<file path="src/rtl/dir_pkg.sv">
package dir_pkg;

   typedef enum logic [2:0] {
      M_GETS  = 3'd0,
      M_GETX  = 3'd1,
      M_PUTX  = 3'd2,
      M_WBX   = 3'd3,
      M_WBD   = 3'd4,
      M_CLEAN = 3'd5,
      M_ACK   = 3'd6,
      M_NACK  = 3'd7
   } in_msg_e;

   typedef enum logic [2:0] {
      O_DATA     = 3'd0,
      O_FWD_GETS = 3'd1,
      O_FWD_GETX = 3'd2,
      O_PUT_ACK  = 3'd3,
      O_MEM_WR   = 3'd4
   } out_msg_e;

   typedef enum logic [2:0] {
      ST_IDLE = 3'd0,
      ST_SHR  = 3'd1,
      ST_EXC  = 3'd2,
      ST_OWN  = 3'd3,
      ST_MOD  = 3'd4,
      ST_STKM = 3'd5
   } dir_state_e;

   typedef enum logic [1:0] {
      PEND_GETS = 2'd0,
      PEND_GETX = 2'd1,
      PEND_PUT  = 2'd2
   } pend_e;

   typedef enum logic [1:0] {
      SH_KEEP = 2'd0,
      SH_CLR  = 2'd1,
      SH_ADD  = 2'd2
   } sh_op_e;

   function automatic logic is_owned(input dir_state_e s);
      return (s == ST_EXC) || (s == ST_OWN) || (s == ST_MOD) || (s == ST_STKM);
   endfunction

endpackage

</file>
<file path="src/rtl/dir_in_filter.sv">
module dir_in_filter
   import dir_pkg::*;
#(
   parameter int NPROC = 8,
   localparam int IDW = $clog2(NPROC)
) (
   input  logic           in_valid,
   input  logic [2:0]     in_kind,
   input  logic [IDW-1:0] in_src,
   input  logic           busy,
   input  pend_e          pend_kind,
   input  logic [IDW-1:0] pend_src,
   input  logic           pend_fwd,
   input  logic           cleaned,
   input  logic [IDW-1:0] owner,
   output logic           in_ready,
   output logic           go_req,
   output logic           go_ack,
   output logic           go_nack,
   output logic           go_clean,
   output logic           go_wbx,
   output logic           go_wbd
);
   logic is_req, acc, from_pend, pend_rd;
   in_msg_e k;

   always_comb begin
      k         = in_msg_e'(in_kind);
      is_req    = (k == M_GETS) || (k == M_GETX) || (k == M_PUTX);
      in_ready  = !busy || !is_req;
      acc       = in_valid && in_ready;
      from_pend = busy && (in_src == pend_src);
      pend_rd   = pend_kind != PEND_PUT;
      go_req    = acc && is_req;
      go_ack    = acc && from_pend && pend_rd && (k == M_ACK);
      go_nack   = acc && from_pend && pend_rd && (k == M_NACK);
      go_clean  = acc && busy && pend_rd && pend_fwd && !cleaned &&
                  (k == M_CLEAN) && (in_src == owner);
      go_wbx    = acc && from_pend && !pend_rd && (k == M_WBX);
      go_wbd    = acc && from_pend && !pend_rd && (k == M_WBD);
   end
endmodule

</file>
<file path="src/rtl/dir_sharer_reg.sv">
module dir_sharer_reg
   import dir_pkg::*;
#(
   parameter int NPROC = 8,
   localparam int IDW = $clog2(NPROC)
) (
   input  logic             clk,
   input  logic             rst_n,
   input  sh_op_e           op,
   input  logic [IDW-1:0]   id,
   output logic [NPROC-1:0] sharers
);
   for (genvar i = 0; i < NPROC; i++) begin : g_bit
      always_ff @(posedge clk) begin
         if (!rst_n)
            sharers[i] <= 1'b0;
         else if (op == SH_CLR)
            sharers[i] <= 1'b0;
         else if (op == SH_ADD && id == IDW'(i))
            sharers[i] <= 1'b1;
      end
   end
endmodule

</file>
<file path="src/rtl/dir_entry_ctrl.sv">
module dir_entry_ctrl
   import dir_pkg::*;
#(
   parameter int NPROC = 8,
   localparam int IDW = $clog2(NPROC)
) (
   input  logic             clk,
   input  logic             rst_n,
   input  logic [2:0]       in_kind,
   input  logic [IDW-1:0]   in_src,
   input  logic             go_req,
   input  logic             go_ack,
   input  logic             go_nack,
   input  logic             go_clean,
   input  logic             go_wbx,
   input  logic             go_wbd,
   input  logic [NPROC-1:0] sharers,
   output sh_op_e           sh_op,
   output logic [IDW-1:0]   sh_id,
   output dir_state_e       state,
   output logic [IDW-1:0]   owner,
   output logic             busy,
   output pend_e            pend_kind,
   output logic [IDW-1:0]   pend_src,
   output logic             pend_fwd,
   output logic             cleaned,
   output logic             out_valid,
   output out_msg_e         out_kind,
   output logic [IDW-1:0]   out_dst,
   output logic             inv_valid,
   output logic [NPROC-1:0] inv_mask
);
   dir_state_e       st_n;
   logic [IDW-1:0]   own_n, ps_n, od_n;
   logic             busy_n, pf_n, cl_n, ov_n, iv_n;
   pend_e            pk_n;
   out_msg_e         ok_n;
   logic [NPROC-1:0] im_n, others;
   logic             want_x;

   always_comb begin
      st_n = state; own_n = owner; busy_n = busy; pk_n = pend_kind;
      ps_n = pend_src; pf_n = pend_fwd; cl_n = cleaned;
      sh_op = SH_KEEP; sh_id = pend_src;
      ov_n = 1'b0; ok_n = O_DATA; od_n = in_src; iv_n = 1'b0; im_n = '0;
      want_x = in_msg_e'(in_kind) == M_GETX;
      others = sharers & ~(NPROC'(1) << in_src);
      if (go_req) begin
         if (in_msg_e'(in_kind) == M_PUTX) begin
            if (is_owned(state) && state != ST_STKM && owner == in_src) begin
               busy_n = 1'b1; pk_n = PEND_PUT; ps_n = in_src;
               pf_n = 1'b0; cl_n = 1'b0;
               ov_n = 1'b1; ok_n = O_PUT_ACK;
            end
         end else begin
            busy_n = 1'b1; ps_n = in_src; cl_n = 1'b0;
            pk_n = want_x ? PEND_GETX : PEND_GETS;
            ov_n = 1'b1;
            if (is_owned(state) && owner != in_src) begin
               pf_n = 1'b1;
               ok_n = want_x ? O_FWD_GETX : O_FWD_GETS;
               od_n = owner;
               others = others & ~(NPROC'(1) << owner);
            end else begin
               pf_n = 1'b0;
               ok_n = O_DATA;
            end
            if (want_x && others != '0) begin
               iv_n = 1'b1; im_n = others;
            end
         end
      end else if (go_clean) begin
         ov_n = 1'b1; ok_n = O_DATA; od_n = pend_src; cl_n = 1'b1;
      end else if (go_nack) begin
         busy_n = 1'b0;
      end else if (go_ack) begin
         busy_n = 1'b0;
         if (pend_kind == PEND_GETX) begin
            st_n = ST_MOD; own_n = pend_src; sh_op = SH_CLR;
         end else if (cleaned) begin
            st_n = ST_EXC; own_n = pend_src; sh_op = SH_CLR;
         end else if (!pend_fwd) begin
            if (state == ST_IDLE) begin
               st_n = ST_EXC; own_n = pend_src;
            end else if (state == ST_SHR) begin
               sh_op = SH_ADD;
            end
         end else begin
            st_n = ST_OWN; sh_op = SH_ADD;
         end
      end else if (go_wbx || go_wbd) begin
         busy_n = 1'b0; ov_n = 1'b1; ok_n = O_MEM_WR; od_n = pend_src;
         if (go_wbx && state == ST_MOD) begin
            st_n = ST_STKM; sh_op = SH_CLR;
         end else if (state == ST_MOD) begin
            st_n = ST_IDLE; own_n = '0; sh_op = SH_CLR;
         end else begin
            st_n = ST_SHR; own_n = '0; sh_op = SH_ADD;
         end
      end
   end

   always_ff @(posedge clk) begin
      if (!rst_n) begin
         state <= ST_IDLE; owner <= '0; busy <= 1'b0; pend_kind <= PEND_GETS;
         pend_src <= '0; pend_fwd <= 1'b0; cleaned <= 1'b0;
         out_valid <= 1'b0; out_kind <= O_DATA; out_dst <= '0;
         inv_valid <= 1'b0; inv_mask <= '0;
      end else begin
         state <= st_n; owner <= own_n; busy <= busy_n; pend_kind <= pk_n;
         pend_src <= ps_n; pend_fwd <= pf_n; cleaned <= cl_n;
         out_valid <= ov_n; out_kind <= ok_n; out_dst <= od_n;
         inv_valid <= iv_n; inv_mask <= im_n;
      end
   end


   req_idle_chk: assert property (@(posedge clk) disable iff (!rst_n)
      go_req |-> !busy);


   sticky_entry_chk: assert property (@(posedge clk) disable iff (!rst_n)
      (go_wbx && state == ST_MOD) |=> (state == ST_STKM && owner == $past(owner)));


   nack_keep_chk: assert property (@(posedge clk) disable iff (!rst_n)
      go_nack |=> ($stable(state) && $stable(owner) && $stable(sharers)));


   fwd_dst_chk: assert property (@(posedge clk) disable iff (!rst_n)
      (out_valid && (out_kind == O_FWD_GETS || out_kind == O_FWD_GETX)) |-> out_dst == owner);


   clean_data_chk: assert property (@(posedge clk) disable iff (!rst_n)
      go_clean |=> (out_valid && out_kind == O_DATA && out_dst == pend_src));


   one_event_chk: assert property (@(posedge clk) disable iff (!rst_n)
      $onehot0({go_req, go_ack, go_nack, go_clean, go_wbx, go_wbd}));
endmodule

</file>
<file path="src/rtl/dir_sticky_entry.sv">
module dir_sticky_entry
   import dir_pkg::*;
#(
   parameter int NPROC = 8,
   localparam int IDW = $clog2(NPROC)
) (
   input  logic             clk,
   input  logic             rst_n,
   input  logic             in_valid,
   input  logic [2:0]       in_kind,
   input  logic [IDW-1:0]   in_src,
   output logic             in_ready,
   output logic             out_valid,
   output logic [2:0]       out_kind,
   output logic [IDW-1:0]   out_dst,
   output logic             inv_valid,
   output logic [NPROC-1:0] inv_mask,
   output logic [2:0]       dir_state,
   output logic [IDW-1:0]   dir_owner,
   output logic [NPROC-1:0] dir_sharers,
   output logic             dir_busy
);
   if (NPROC < 2) begin : g_bad_nproc
      $error("dir_sticky_entry: NPROC must be at least 2");
   end

   logic           go_req, go_ack, go_nack, go_clean, go_wbx, go_wbd;
   logic           busy, pend_fwd, cleaned;
   pend_e          pend_kind;
   logic [IDW-1:0] pend_src, owner, sh_id;
   sh_op_e         sh_op;
   dir_state_e     state;
   out_msg_e       okind;
   logic [NPROC-1:0] sharers;

   dir_in_filter #(.NPROC(NPROC)) u_filter (
      .in_valid(in_valid), .in_kind(in_kind), .in_src(in_src),
      .busy(busy), .pend_kind(pend_kind), .pend_src(pend_src),
      .pend_fwd(pend_fwd), .cleaned(cleaned), .owner(owner),
      .in_ready(in_ready), .go_req(go_req), .go_ack(go_ack),
      .go_nack(go_nack), .go_clean(go_clean), .go_wbx(go_wbx), .go_wbd(go_wbd)
   );

   dir_sharer_reg #(.NPROC(NPROC)) u_sharers (
      .clk(clk), .rst_n(rst_n), .op(sh_op), .id(sh_id), .sharers(sharers)
   );

   dir_entry_ctrl #(.NPROC(NPROC)) u_ctrl (
      .clk(clk), .rst_n(rst_n), .in_kind(in_kind), .in_src(in_src),
      .go_req(go_req), .go_ack(go_ack), .go_nack(go_nack),
      .go_clean(go_clean), .go_wbx(go_wbx), .go_wbd(go_wbd),
      .sharers(sharers), .sh_op(sh_op), .sh_id(sh_id),
      .state(state), .owner(owner), .busy(busy), .pend_kind(pend_kind),
      .pend_src(pend_src), .pend_fwd(pend_fwd), .cleaned(cleaned),
      .out_valid(out_valid), .out_kind(okind), .out_dst(out_dst),
      .inv_valid(inv_valid), .inv_mask(inv_mask)
   );

   assign out_kind    = okind;
   assign dir_state   = state;
   assign dir_owner   = owner;
   assign dir_sharers = sharers;
   assign dir_busy    = busy;
endmodule

</file>
<file path="config.mk">
export PLATFORM = sky130hd
export DESIGN_NAME = dir_sticky_entry
export DESIGN_NICKNAME = d
export VERILOG_FILES = /design/src/rtl/dir_pkg.sv /design/src/rtl/dir_in_filter.sv /design/src/rtl/dir_sharer_reg.sv /design/src/rtl/dir_entry_ctrl.sv /design/src/rtl/dir_sticky_entry.sv
export SDC_FILE = /design/constraint.sdc
export NUM_CORES = 1
export LEC_CHECK = 0
export BUFFER_PORTS_ARGS = -buffer_cell sky130_fd_sc_hd__buf_4
export CORE_ASPECT_RATIO = 1.1
export CORE_MARGIN = 5
export CORE_UTILIZATION = 57
export CTS_BUF_LIST = sky130_fd_sc_hd__clkbuf_4 sky130_fd_sc_hd__clkbuf_8
export DETAILED_ROUTE_END_ITERATION = 8
export PLACE_DENSITY = 0.9
export SLEW_MARGIN = 20
export SYNTH_ARGS = -nofsm -noshare
export SYNTH_HDL_FRONTEND = slang
export SYNTH_SLANG_ARGS = --single-unit
</file>
<file path="constraint.sdc">
create_clock -name clk -period 2.1 [get_ports clk]
set_clock_uncertainty 0.15 [all_clocks]
set_input_delay 0 -clock clk [delete_from_list [all_inputs] [get_ports clk]]
set_output_delay 0 -clock clk [all_outputs]
set_load 0.05 [all_outputs]
</file>
# --- After elaboration in Yosys (flattened, before gate mapping) ---
# Index checks and enable logic that the tools add are counted.
totals:
  regBits: 38
  word_cells: 193
  out_inout_bits: 32
  input_bits: 9
classes:
  eq_ne: 35
  shift: 2
  n_mux: 72
  bitwise_logic: 9
  n_reduce_logical: 55
ops:
  columns: ["op", "count"]
  rows:
  - ["$mux 3", 30]
  - ["$mux 2", 16]
  - ["$eq 3x3->1 const B", 10]
  - ["$logic_and 1x1->1", 29]
  - ["$mux 8", 3]
  - ["$mux 1", 23]
  - ["$eq 3x2->1 const B", 6]
  - ["$and 8x8->8", 2]
  - ["$not 8->8", 2]
  - ["$shl 1x3->8 const A", 2]
  - ["$eq 3x1->1 const B", 3]
  - ["$eq 3x3->1", 3]
  - ["$logic_not 3->1", 3]
  - ["$ne 2x2->1 const B", 4]
  - ["$reduce_bool 8->1", 1]
  - ["$logic_or 1x1->1", 7]
  - ["$reduce_and 7->1", 1]
  - ["$ne 3x3->1 const B", 2]
  - ["$ne 5x1->1 const B", 1]
  - ["$not 1->1", 5]
  - ["$reduce_and 5->1", 1]
  - ["$eq 2x1->1 const B", 2]
  - ["$logic_not 1->1", 4]
  - ["$ne 4x1->1 const B", 1]
  - ["other kinds (10)", 12]

# --- Logic depth before layout (Yosys ltp) ---
logic_depth:
  depth_word: 18
  mapped_depth: 7
  ltp_nobuf: 5

# --- By module ---
# A second synthesis with hierarchy kept.
unflattened:
  hier_cells: 268
  hier_area_um2: 2235.9
modules_own_cells:
  columns: ["module", "seq_area_each_um2", "instances", "cells_each", "area_per_inst_um2"]
  rows:
  - ["dir_entry_ctrl", 600.6, 1, 211, 1762.9]
  - ["dir_sharer_reg", 160.2, 1, 31, 282.8]
  - ["dir_in_filter", 0.0, 1, 26, 190.2]

# --- Worst setup path before layout ---
# Ideal clock, no wire load.
synth_timing:
  path_kind: "reg-to-reg"
  start: "register u_ctrl.busy"
  end: "register u_sharers.sharers[0]"
  setup_slack_ps: -115
  arrival_ps: 1930
  path_buffers: 0
  stages_incl_launch_ff: 6
  synth_period_minus_slack_ps: 2215
  t_required_ps: 1815
  setup_ps: 135
  path_cell_list: "dfxtp_1 > nand2_1 > nor4_1 > nand2_1 > o211ai_1 > nor2_1"
synth_via:
  elab_chain_len: 15
  word_cells_on_any_way: 30
  classes_between: "eq/ne (2); mux (6); reduce/logical (22)"
synth_rtl:
  columns: ["item", "line", "source"]
  rows:
  - ["start: declaration", "dir_entry_ctrl.sv:22", "output logic busy,"]
  - ["start signal: assignment", "dir_entry_ctrl.sv:110", "state <= st_n; owner <= own_n; busy <= busy_n; pend_kind <= pk_n;"]
  - ["$logic_not 1->1", "dir_in_filter.sv:30", "in_ready = !busy || !is_req;"]
  - ["$logic_or 1x1->1", "dir_in_filter.sv:30", null]
  - ["$logic_and 1x1->1", "dir_in_filter.sv:31", "acc = in_valid && in_ready;"]
  - ["$logic_and 1x1->1", null, null]
  - ["$logic_and 1x1->1", "dir_in_filter.sv:39, dir_in_filter.sv:40", null]
  - ["$logic_and 1x1->1", "dir_in_filter.sv:39", "go_wbx = acc && from_pend && !pend_rd && (k == M_WBX);"]
  - ["$logic_and 1x1->1", "dir_entry_ctrl.sv:93", "if (go_wbx && state == ST_MOD) begin"]
  - ["$mux 2", "dir_entry_ctrl.sv:93", null]
  - ["$mux 2", "dir_entry_ctrl.sv:91", "end else if (go_wbx || go_wbd) begin"]
  - ["$mux 2", "dir_entry_ctrl.sv:76", "end else if (go_ack) begin"]
  - ["$mux 2", "dir_entry_ctrl.sv:74", "end else if (go_nack) begin"]
  - ["$mux 2", "dir_entry_ctrl.sv:72", "end else if (go_clean) begin"]
  - ["$mux 2 (*)", "dir_entry_ctrl.sv:48", "if (go_req) begin"]
  - ["$eq 2x1->1 or $eq 2x2->1 (tied branches)", "dir_sharer_reg.sv:17, dir_sharer_reg.sv:19", null]
  - ["$reduce_or 2->1 (no source line) or $logic_and 1x1->1 (tied branches)", null, null]
  - ["end signal: indexed assignment", "dir_sharer_reg.sv:16", "sharers[i] <= 1'b0;"]
  - ["end signal: indexed assignment", "dir_sharer_reg.sv:18", "sharers[i] <= 1'b0;"]
  - ["end signal: indexed assignment", "dir_sharer_reg.sv:20", "sharers[i] <= 1'b1;"]
  - ["end: declaration", "dir_sharer_reg.sv:11", "output logic [NPROC-1:0] sharers"]
# Mark *: on every way between the ends. The rest lies on a longest branch, timed or not.
# A chain may end at the register's enable or synchronous reset.

# --- Worst setup path in the final report ---
layout_timing:
  start: "input in_kind[2]"
  end: "register u_ctrl.inv_mask[6]"
layout_via:
  elab_chain_len: 9
  word_cells_on_any_way: 13
  classes_between: "eq/ne (2); bitwise (2); reduce/logical (9)"
layout_rtl:
  columns: ["item", "line", "source"]
  rows:
  - ["start: declaration", "dir_sticky_entry.sv:10", "input logic [2:0] in_kind,"]
  - ["$eq 3x1->1 or $logic_not 3->1 (tied branches)", "dir_in_filter.sv:29, dir_entry_ctrl.sv:46", null]
  - ["$logic_or 1x1->1 (2 in a row)", "dir_in_filter.sv:29", "is_req = (k == M_GETS) || (k == M_GETX) || (k == M_PUTX);"]
  - ["$logic_not 1->1", "dir_in_filter.sv:30", null]
  - ["$logic_or 1x1->1", "dir_in_filter.sv:30", null]
  - ["$logic_and 1x1->1", "dir_in_filter.sv:31", null]
  - ["$logic_and 1x1->1", "dir_in_filter.sv:34", "go_req = acc && is_req;"]
  - ["$not 1->1 (no source line)", null, null]
  - ["$reduce_or 4->1 (no source line) (*)", null, null]
  - ["end signal: assignment", "dir_entry_ctrl.sv:113", "inv_valid <= iv_n; inv_mask <= im_n;"]
  - ["end: declaration", "dir_entry_ctrl.sv:31", "output logic [NPROC-1:0] inv_mask"]
# Marks and branches as above.

==> results.json <==
{
  "ys_types": 58,
  "seq_area_um2": 766,
  "routed_wl_mm": 5.70,
  "p_per_area_nw_per_um2": 573,
  "fmaxAchievable_mhz": 495,
  "tns_ns": 0,
  "yosysSeqAreaShare": 0.361,
  "synth_top_family_by_area": "compound AO/OA/AOI/OAI gates",
  "htree_levels": 2,
  "vdd_ir_drop_max_uv": 404,
  "port_buffers": 40,
  "antenna_found_initial": 0,
  "yosysTopAreaCell": "dfxtp_1",
  "drc_errors": 0,
  "outcome": "completed",
  "slew_viol_final": 0,
  "rows": 23,
  "met2WireLength_mm": 2.67,
  "synthMuxAreaShare": 0.0285,
  "synth_area_per_cell_um2": 8.67,
  "clkSinkCount": 38,
  "design_power_total_mw": 1.55,
  "ant_nets": 0,
  "areaGrowthSynthToFinish_pct": 28.6,
  "grt_max_degree": 17,
  "cts_tree": "built",
  "arrival_ns": 2.07,
  "wl_met3_um": 530,
  "required_ns": 2.15,
  "diodes": 0,
  "drive_above_1_share": 0.295,
  "track_usage": 0.236,
  "multi_input_area_um2": 1330,
  "synthCells": 243,
  "slowest_stage": "or3_1",
  "tightest_slew_ns": 0.479,
  "synth_fa_ha_area_frac": 0,
  "num-nets-final": 301,
  "post_drt_wl_per_cell_um": 16.7,
  "wl_met1_mm": 2.39,
  "utilization": 0.753,
  "timing.hold.ws_ns": 0.0108,
  "whs_path_depth": 4,
  "ctsLongestPathBuffers": 2,
  "coreArea_um2": 3600,
  "setup_viol_count_final": 0,
  "vias_per_cell": 6.08,
  "postSynthRegisterBits": 38,
  "yosysTopAreaCellShare": 0.361,
  "yosys_warnings": 0,
  "die_h_um": 73.8,
  "hold_path.class": "input pin to register",
  "fillCellCount": 247,
  "dieArea_um2": 5010,
  "grt_pass1_vias": 1875,
  "cts_made_buffers": 5,
  "drt_iter0_drc": 231,
  "grt_first_pass_wirelength_mm": 9.04,
  "synth_compound_area_frac": 0.278,
  "dr.pass1.iters": 4,
  "relSlewSlack": 0.678,
  "synthFlopType": "dfxtp_1",
  "period_share": 0.963,
  "post_cts.repair.setup_buffers": 0,
  "critPathMaxFanout": 11,
  "clkTransAtPathRegs_ns": 0.07,
  "synth_nets": 252,
  "synthArstFlopShare": 0,
  "endpoint_kind": "register",
  "gp_congestion": 0.960,
  "path_cells": "dlygate4sd3_1 -> buf_4 -> a21oi_2 -> and3b_1 -> nand2_1 -> or3_1 -> a311oi_1",
  "crit_type": "input pin to register",
  "post-route-min-period_ns": 2.02,
  "worstSkewPairLatency_ns": 0.29,
  "vias": 2080,
  "drv_cap": 0,
  "ioPinCount": 41,
  "grt-ovfl-total": 0,
  "critPathMaxStageDelay_ns": 0.57,
  "synth_edf_count": 0,
  "rsz0062_at_grt": "false",
  "synth-simple-area-share": 0.269,
  "die_width_um": 68.0,
  "start_util": 0.586,
  "final_hold_viol_count": 0,
  "top_layer_used": "met4",
  "crit_path_start_kind": "input pin",
  "ys_top_cells_by_area": "dfxtp_1, nand2_1, nor2_1, a31oi_1, xnor2_1",
  "yosys.area_share.xor_xnor": 0.0291,
  "rr_worst_depth": 5,
  "dp_hpwl_mm": 4.06,
  "syn_area_um2": 2110,
  "ctsRootBufferMaster": "clkbuf_8",
  "p_leak_nw": 1.06
}
routing by layer:
layer / up-vias / GRT usage
met5: - / 0
met3: 12 / 0.0719
met1: 980 / 0.308
met4: 0 / 0.0618
li1: 995 / -
met2: 93 / 0.375
flip-flops by register name, summed over array words and instances (netlist names):
signal,count
u_ctrl.busy,1
u_ctrl.cleaned,1
u_ctrl.inv_mask,8
u_ctrl.inv_valid,1
u_ctrl.out_dst,3
u_ctrl.out_kind,3
u_ctrl.out_valid,1
u_ctrl.owner,3
u_ctrl.pend_fwd,1
u_ctrl.pend_kind,2
u_ctrl.pend_src,3
u_ctrl.state,3
u_sharers.sharers,8
power by group:
| part | switching [mW] | total [mW] | internal, mW |
|---|---|---|---|
| Sequential | 0.00482 | 0.734 | 0.729 |
| Clock | 0.253 | 0.633 | 0.380 |
| Combinational | 0.116 | 0.184 | 0.0684 |
| Total | 0.374 | 1.55 | 1.18 |
cells in the final DEF, fill, tap and decap left out, types with 3 or more instances in the layout:
| cell | instances |
|---|---|
| nor2_1 | 23 |
| o21ai_0 | 6 |
| nand2_1 | 29 |
| a31oi_1 | 11 |
| xnor2_1 | 4 |
| buf_4 | 51 |
| o31ai_1 | 3 |
| nor2b_1 | 5 |
| nor3_1 | 4 |
| dfxtp_1 | 34 |
| a311oi_2 | 4 |
| a21oi_1 | 9 |
| and3b_1 | 3 |
| xnor2_2 | 3 |
| o21a_1 | 4 |
| nand3_1 | 6 |
| nand3b_1 | 3 |
| mux2i_1 | 6 |
| and3_1 | 3 |
| dfxtp_2 | 4 |
| nand2b_1 | 4 |
| a21boi_0 | 4 |
| clkbuf_8 | 6 |
| a22o_1 | 4 |
| nor3b_1 | 4 |
| dlygate4sd3_1 | 5 |
| a311oi_1 | 3 |
| o2111a_1 | 3 |
worst max-delay path: cells and delay by family:
| kind | cells | cell delay, ns |
|---|---|---|
| simple gates | 3 | 0.88 |
| compound gates | 2 | 0.47 |
| buf+inv | 2 | 0.71 |
kinds of logic (layout without fill, tap and decap cells):
group,after synthesis,in the layout
XOR/XNOR,7,7
buffers and inverters,16,65
flip-flops,38,38
AND/OR/NAND/NOR,106,106
multiplexers,6,6
AO/OA/AOI/OAI,70,70
synth_stat cells (3+ instances only):
master and instances:
dfxtp_1 38, nand2_1 29, nor2_1 23, a31oi_1 11
a21oi_1 9, clkbuf_1 9, nand3_1 7, xnor2_1 7
mux2i_1 6, nor2b_1 6, o21ai_0 6, a21boi_0 4
a22o_1 4, a311oi_1 4, buf_2 4, nand2b_1 4
nor3_1 4, nor3b_1 4, o21a_1 4, a311oi_2 3
and3_1 3, and3b_1 3, nand3b_1 3, nor4_1 3
o2111a_1 3, o31ai_1 3
repair_timing:
item | 4_1_cts | 5_1_grt
gates resized for setup | 0 | 9
hold endpoints to repair | 18 | 0
endpoints found under the setup margin | 0 | 12
hold buffers | 5 | 0
final timing paths:
path / from / end / slack [ns]
max: in_kind[2] / u_ctrl.inv_mask[6] / 0.08
min: in_kind[0] / u_ctrl.pend_fwd / 0.01
max reg2reg: u_ctrl.busy / u_ctrl.owner[1] / 0.13
min reg2reg: u_ctrl.pend_kind[1] / u_ctrl.pend_kind[1] / 0.35
final cells by class:
type                       count  share of cell area
tap                           50              0.0231
clock inverter                 1              0.0111
inverter                       2             0.00277
clock buffer                   6              0.0305
multi-input combinational    189               0.490
timing repair buffer          56               0.160
sequential                    38               0.283
metrics by stage:
stage | instance area, um^2 | setup WS (ns) | instances
2_1_floorplan | 2110 | -0.0138 | 243
4_1_cts | 2660 | 0.0731 | 342
3_3_place_gp | 2490 | 0.204 | 330
5_1_grt | 2710 | 0.00472 | 342
6_report | 2710 | 0.0785 | 342
3_5_place_dp | 2490 | 0.0981 | 330
Note: power is estimated with default switching activity, not from simulation.
